### src/rtl/rmsff_pkg.sv
package rmsff_pkg;

  typedef struct packed {
    logic p;
    logic q;
    logic r;
  } swap3_t;

  // controlled swap: a passes, q/r are complementary selectors
  function automatic swap3_t swap3(input logic a, input logic b, input logic c);
    swap3_t o;
    o.p = a;
    o.q = (~a & b) | (a & c);
    o.r = (a & b) | (~a & c);
    return o;
  endfunction

  localparam logic [1:0] CTL_NORMAL = 2'b10;
  localparam logic [1:0] CTL_ONES   = 2'b11;
  localparam logic [1:0] CTL_ZEROS  = 2'b00;
  localparam logic [1:0] CTL_INVERT = 2'b01;

endpackage

### src/rtl/rmsff_tap.sv
module rmsff_tap
  import rmsff_pkg::*;
#(
  parameter int W = 8
) (
  input  logic [W-1:0] st_i,
  input  logic         c1_i,
  input  logic         c2_i,
  output logic [W-1:0] copy_o,
  output logic [W-1:0] fb_o
);

  for (genvar i = 0; i < W; i++) begin : g_bit
    assign copy_o[i] = swap3(st_i[i], c1_i, c2_i).p;
    assign fb_o[i]   = swap3(st_i[i], c1_i, c2_i).q;
  end

endmodule

### src/rtl/rmsff_latch.sv
module rmsff_latch
  import rmsff_pkg::*;
#(
  parameter int W      = 8,
  parameter bit POS_EN = 1'b1
) (
  input  logic         clk_i,
  input  logic         rst_ni,
  input  logic         en_i,
  input  logic [W-1:0] d_i,
  input  logic [1:0]   ctl_i,
  output logic [W-1:0] q_o,
  output logic [W-1:0] fb_o
);

  logic [W-1:0] st_q, st_d;
  logic         open_s;

  assign open_s = (en_i == POS_EN);

  rmsff_tap #(.W(W)) u_tap (
    .st_i  (st_q),
    .c1_i  (ctl_i[0]),
    .c2_i  (ctl_i[1]),
    .copy_o(q_o),
    .fb_o  (fb_o)
  );

  for (genvar i = 0; i < W; i++) begin : g_sel
    if (POS_EN) begin : g_pos
      assign st_d[i] = swap3(en_i, fb_o[i], d_i[i]).q;
    end else begin : g_neg
      assign st_d[i] = swap3(en_i, d_i[i], fb_o[i]).q;
    end
  end

  always_ff @(posedge clk_i or negedge rst_ni) begin
    if (!rst_ni) st_q <= '0;
    else         st_q <= st_d;
  end


  open_capture_chk: assert property (@(posedge clk_i) disable iff (!rst_ni)
    open_s |=> q_o == $past(d_i));


  normal_hold_chk: assert property (@(posedge clk_i) disable iff (!rst_ni)
    (!open_s && ctl_i == CTL_NORMAL) |=> $stable(q_o));


  force_ones_chk: assert property (@(posedge clk_i) disable iff (!rst_ni)
    (!open_s && ctl_i == CTL_ONES) |=> q_o == '1);


  force_zeros_chk: assert property (@(posedge clk_i) disable iff (!rst_ni)
    (!open_s && ctl_i == CTL_ZEROS) |=> q_o == '0);


  invert_hold_chk: assert property (@(posedge clk_i) disable iff (!rst_ni)
    (!open_s && ctl_i == CTL_INVERT) |=> q_o == ~$past(q_o));

endmodule

### src/rtl/rev_ms_dff.sv
module rev_ms_dff
  import rmsff_pkg::*;
#(
  parameter int W = 8
) (
  input  logic         clk_i,
  input  logic         rst_ni,
  input  logic         en_i,
  input  logic [W-1:0] d_i,
  input  logic [1:0]   m_ctl_i,
  input  logic [1:0]   s_ctl_i,
  output logic [W-1:0] q_o,
  output logic [W-1:0] m_fb_o,
  output logic [W-1:0] s_fb_o
);

  logic [W-1:0] m_q;

  rmsff_latch #(.W(W), .POS_EN(1'b1)) u_master (
    .clk_i (clk_i),
    .rst_ni(rst_ni),
    .en_i  (en_i),
    .d_i   (d_i),
    .ctl_i (m_ctl_i),
    .q_o   (m_q),
    .fb_o  (m_fb_o)
  );

  rmsff_latch #(.W(W), .POS_EN(1'b0)) u_slave (
    .clk_i (clk_i),
    .rst_ni(rst_ni),
    .en_i  (en_i),
    .d_i   (m_q),
    .ctl_i (s_ctl_i),
    .q_o   (q_o),
    .fb_o  (s_fb_o)
  );


  out_quiet_chk: assert property (@(posedge clk_i) disable iff (!rst_ni)
    (en_i && m_ctl_i == CTL_NORMAL && s_ctl_i == CTL_NORMAL) |=> $stable(q_o));


  out_launch_chk: assert property (@(posedge clk_i) disable iff (!rst_ni)
    (!en_i && s_ctl_i == CTL_NORMAL) |=> q_o == $past(m_q));

endmodule

### config.mk
export PLATFORM = sky130hd
export DESIGN_NAME = rev_ms_dff
export DESIGN_NICKNAME = d
export VERILOG_FILES = /design/src/rtl/rmsff_pkg.sv /design/src/rtl/rmsff_tap.sv /design/src/rtl/rmsff_latch.sv /design/src/rtl/rev_ms_dff.sv
export SDC_FILE = /design/constraint.sdc
export NUM_CORES = 1
export LEC_CHECK = 0
export BUFFER_PORTS_ARGS = -buffer_cell sky130_fd_sc_hd__buf_2
export CORE_MARGIN = 1
export CORE_UTILIZATION = 47
export CTS_CLUSTER_SIZE = 40
export DETAILED_ROUTE_END_ITERATION = 12
export GPL_TIMING_DRIVEN = 0
export HOLD_SLACK_MARGIN = 0.02
export PLACE_DENSITY = 0.82
export SLEW_MARGIN = 20
export SYNTH_ARGS = -nofsm -noshare
export SYNTH_HDL_FRONTEND = slang
export SYNTH_SLANG_ARGS = --single-unit
### constraint.sdc
create_clock -name clk_i -period 2.1 [get_ports clk_i]
set_clock_uncertainty 0.05 [all_clocks]
set_input_delay 0 -clock clk_i [delete_from_list [all_inputs] [get_ports clk_i]]
set_output_delay 0 -clock clk_i [all_outputs]
set_load 0.05 [all_outputs]
# ---- Word level (Yosys, flattened, before mapping)
# Index checks and enable logic that the tools add are counted.
dict set report totals {
  register_bits 16
  in_bits 15
  output_inout_bits 24
  elab_cells 115
}
dict set report op_classes {
  bitwise 113
}
# cell count
set op_table {}
lappend op_table {{$and A1 B1 Y1} 64}
lappend op_table {{$or A1 B1 Y1} 32}
lappend op_table {{$not A1 Y1} 17}

# ---- Depth between registers and ports, before layout
dict set report depth {
  ltp_word 5
  ltp_mapped 3
  ltp_nobuf 2
}

# ---- Modules after synthesis
# A second synthesis with hierarchy kept.
dict set report unflattened {
  cells_unflattened 66
  hier_area_um2 963.4
}
# module n_inst cells_each area_per_inst_um2
set modules_own_cells {}
lappend modules_own_cells {rmsff_latch 2 17 331.6}
lappend modules_own_cells {rmsff_tap 2 16 150.1}

# ---- Least setup slack after synthesis
# OpenSTA, ideal clock, no wires.
dict set report synth_path {
  path_type {register -> register}
  startpoint {register u_slave.st_q[5]}
  endpoint {register u_slave.st_q[5]}
  arrival_time_ns 1.424
  required_ns 1.925
  setup_slack_ns 0.501
  stages_incl_launch_ff 3
  cell_sequence {dfrtp_1 > mux2_2 > mux2_2}
}
dict set report synth_via {
  elab_chain_len 5
  elab_cells_between_ends 6
}
# item line
set synth_lines {}
lappend synth_lines {{start, declared} rmsff_latch.sv:16} ;# logic [W-1:0] st_q, st_d;
lappend synth_lines {{start signal, assigned} rmsff_latch.sv:39} ;# else st_q <= st_d;
lappend synth_lines {{$not A1 Y1} n/a}
lappend synth_lines {{$and A1 B1 Y1} n/a}
lappend synth_lines {{$or A1 B1 Y1 (*)} rmsff_pkg.sv:13} ;# o.q = (~a & b) | (a & c);
lappend synth_lines {{net s_fb_o[5]} rev_ms_dff.sv:14} ;# output logic [W-1:0] s_fb_o
lappend synth_lines {{$and A1 B1 Y1 (*)} rmsff_pkg.sv:13}
lappend synth_lines {{$or A1 B1 Y1 (*)} rmsff_pkg.sv:13}
lappend synth_lines {{net u_slave.st_d[5]} rmsff_latch.sv:16}
# Mark *: on every way through the listed nets, which the timed path passes. The rest lies on a longest branch.

# ---- Worst setup path in the final report
dict set report layout_path {
  startpoint {register u_master.st_q[0]}
  endpoint {output port m_fb_o[0]}
}
dict set report layout_via {
  elab_chain_len 3
  elab_cells_between_ends 4
}
# item line
set layout_lines {}
lappend layout_lines {{start, declared} rmsff_latch.sv:16}
lappend layout_lines {{start signal, assigned} rmsff_latch.sv:39}
lappend layout_lines {{$not A1 Y1} n/a}
lappend layout_lines {{$and A1 B1 Y1} rmsff_pkg.sv:13}
lappend layout_lines {{$or A1 B1 Y1 (*)} rmsff_pkg.sv:13}
lappend layout_lines {{end, declared} rev_ms_dff.sv:13} ;# output logic [W-1:0] m_fb_o,
# Mark *: on every way between the ends. The rest lies on a longest branch, timed or not.

==> results.yml <==
drt:
  drtIter0Drc: 4
  met1Wirelength_um: 693
  avgViaCountPerCell: 5.11
  drc: 0
  highest_layer: "met4"
  totalWireLength_um: 1650
  wl_met3_um: 93
  vias: 588
  drtAntennaViolNets: 0
  dr.pass1.iters: 3
  route.met2.wl_um: 847
  wl_per_cell_um: 14.4
clocking:
  clk_pin_slew_ns: 0.09
  clkSinkCount: 16
  cts_buffers: 3
  cts_buffer_depth: 2
  cts_tree: "done"
  clockRootBuffer: "clkbuf_4"
  h-tree-depth: 1
  clock_latency_ns: 0.27
outcome:
  outcome: "finished, final reports clean"
grt:
  grt_usage_pct: 20.5
  grt_max_degree: 17
  grt_pass1_vias: 584
  grt_pass1_wl_um: 2710
  antenna_found_initial: 0
  grt_overflow: 0
synthesis:
  ys_seq_area_share_pct: 51.5
  yosys_register_bits: 16
  synthesis.area_um2: 777
  synth.avg_cell_area_um2: 15.5
  synth_cell_types: 4
  syn-num-nets: 65
  synthCells: 50
  yosys_warnings: 0
worst_hold_path:
  holdCritPathClass: "in2reg"
flow_run:
  cap_violations: 0
timing:
  slew_headroom_pct: 76.5
  period_needed_ns: 1.27
  worst_slew_pin_slew_ns: 0.352
  hold_viol: 0
  fin_ws_ns: 0.827
  max_freq_ghz: 0.786
  tns_ns: 0
  finalCritPeriodShare_pct: 60.6
  report.final.slew_viol_count: 0
  rsz0062_at_grt: "no"
  setup_viol: 0
layout:
  fillCellCount: 107
  final_cell_mix: "38 x buf_2, 32 x mux2_2, 16 x dfrtp_1"
  antenna_cells: 0
  layout-drive-gt1-share_pct: 74.7
  final_cells: 115
  mostFrequentLayoutCell: "buf_2"
  multiInputGateArea_um2: 360
  seq_area_um2: 400
  layout.nets: 116
  area_growth_pct: 40.9
floorplan:
  core_mm2: 0.00152
  initial_utilization_pct: 51.0
  die_x_um: 42.7
  core.rowCount: 14
  ios: 39
  dieArea_mm2: 0.00182
  die_h_um: 42.7
setup_path:
  start_kind: "flop"
  endpoint_kind: "output pin"
  critPathRequiredTime_ns: 2.05
  cp_max_fo: 2
  worstPathArrival_ns: 1.22
  crit_type: "reg2out"
placed_design:
  globalplace.congestion: 0.640
  place.port_buffers: 37
  dp.cells: 103
  dpl_worst_slack_ns: 0.965
pwr:
  p_per_area_mw_per_mm2: 832
  ir_drop_mv: 0.555
  p_leak_nw: 0.519
-- worst max-delay path, cell delays in order (launching register included) --
cell     delay (ns)
dfrtp_1        0.37
mux2_2         0.36
buf_2          0.21
-- synth_stat cells --
cell type | instances | share of area, %
buf_2 | 1 | 0.64
mux2_2 | 32 | 46
buf_6 | 1 | 1.4
dfrtp_1 | 16 | 52
-- logic make-up after synthesis --
group / share of synthesized area, %
multiplexers: 46.4
flip-flops: 51.5
buffers and inverters: 2.09
-- flip-flops by register name, indices dropped and copies added, names as in the netlist --
name / flops
u_slave.st_q: 8
u_master.st_q: 8
-- layer usage --
layer / up-vias / GRT usage [%]
li1: 283 / -
met1: 279 / 23.8
met2: 24 / 35.8
met3: 2 / 5.53
met4: 0 / 7.50
met5: - / 0
-- power breakdown --
group | switching (W) | leakage [nW] | internal (W) | total [W]
Combinational | 0.000267 | 0.319 | 0.000126 | 0.000392
Sequential | 0.0000209 | 0.186 | 0.000344 | 0.000365
Clock | 0.0000876 | 0.0138 | 0.0000664 | 0.000154
Total | 0.000375 | 0.519 | 0.000536 | 0.000911
-- final cells by class --
class / count / share of cell area (%)
clock buffers: 3 / 2.06
plain buffers: 2 / 1.49
flip-flops and latches: 16 / 36.6
well taps: 16 / 1.83
multi-input cells: 32 / 32.9
repair buffers: 46 / 25.1
-- worst paths after layout --
path	slack, ns	startpoint	depth (start not counted)	to
setup / recovery	0.83	u_master.st_q[0]	2	m_fb_o[0]
hold / removal	0.05	en_i	2	u_slave.st_q[7]
setup reg to reg	0.94	u_master.st_q[0]	2	u_master.st_q[0]
hold reg to reg	0.48	u_master.st_q[4]	1	u_slave.st_q[4]
max in group asynchronous	1.63	rst_ni	2	u_master.st_q[1]
min in group asynchronous	0.10	rst_ni	2	u_slave.st_q[0]
-- stage by stage --
step                instance area (um2)  total power (W)  hold slack, ns  util, %
floorplan                           777         0.000663          -0.346        -
global placement                    982         0.000744          -0.124     64.4
detailed placement                  982         0.000750          -0.122     64.4
CTS                                1090         0.000919          0.0463     71.8
global route                       1090         0.000953          0.0769     71.8
finish                             1090         0.000911          0.0535     71.8
-- timing repair --
item	in CTS	in global routing
hold endpoints to repair	24	0
resized for setup	0	0
hold buffers	9	0
setup buffers	0	0
Note: power is estimated with default switching activity, not from simulation.
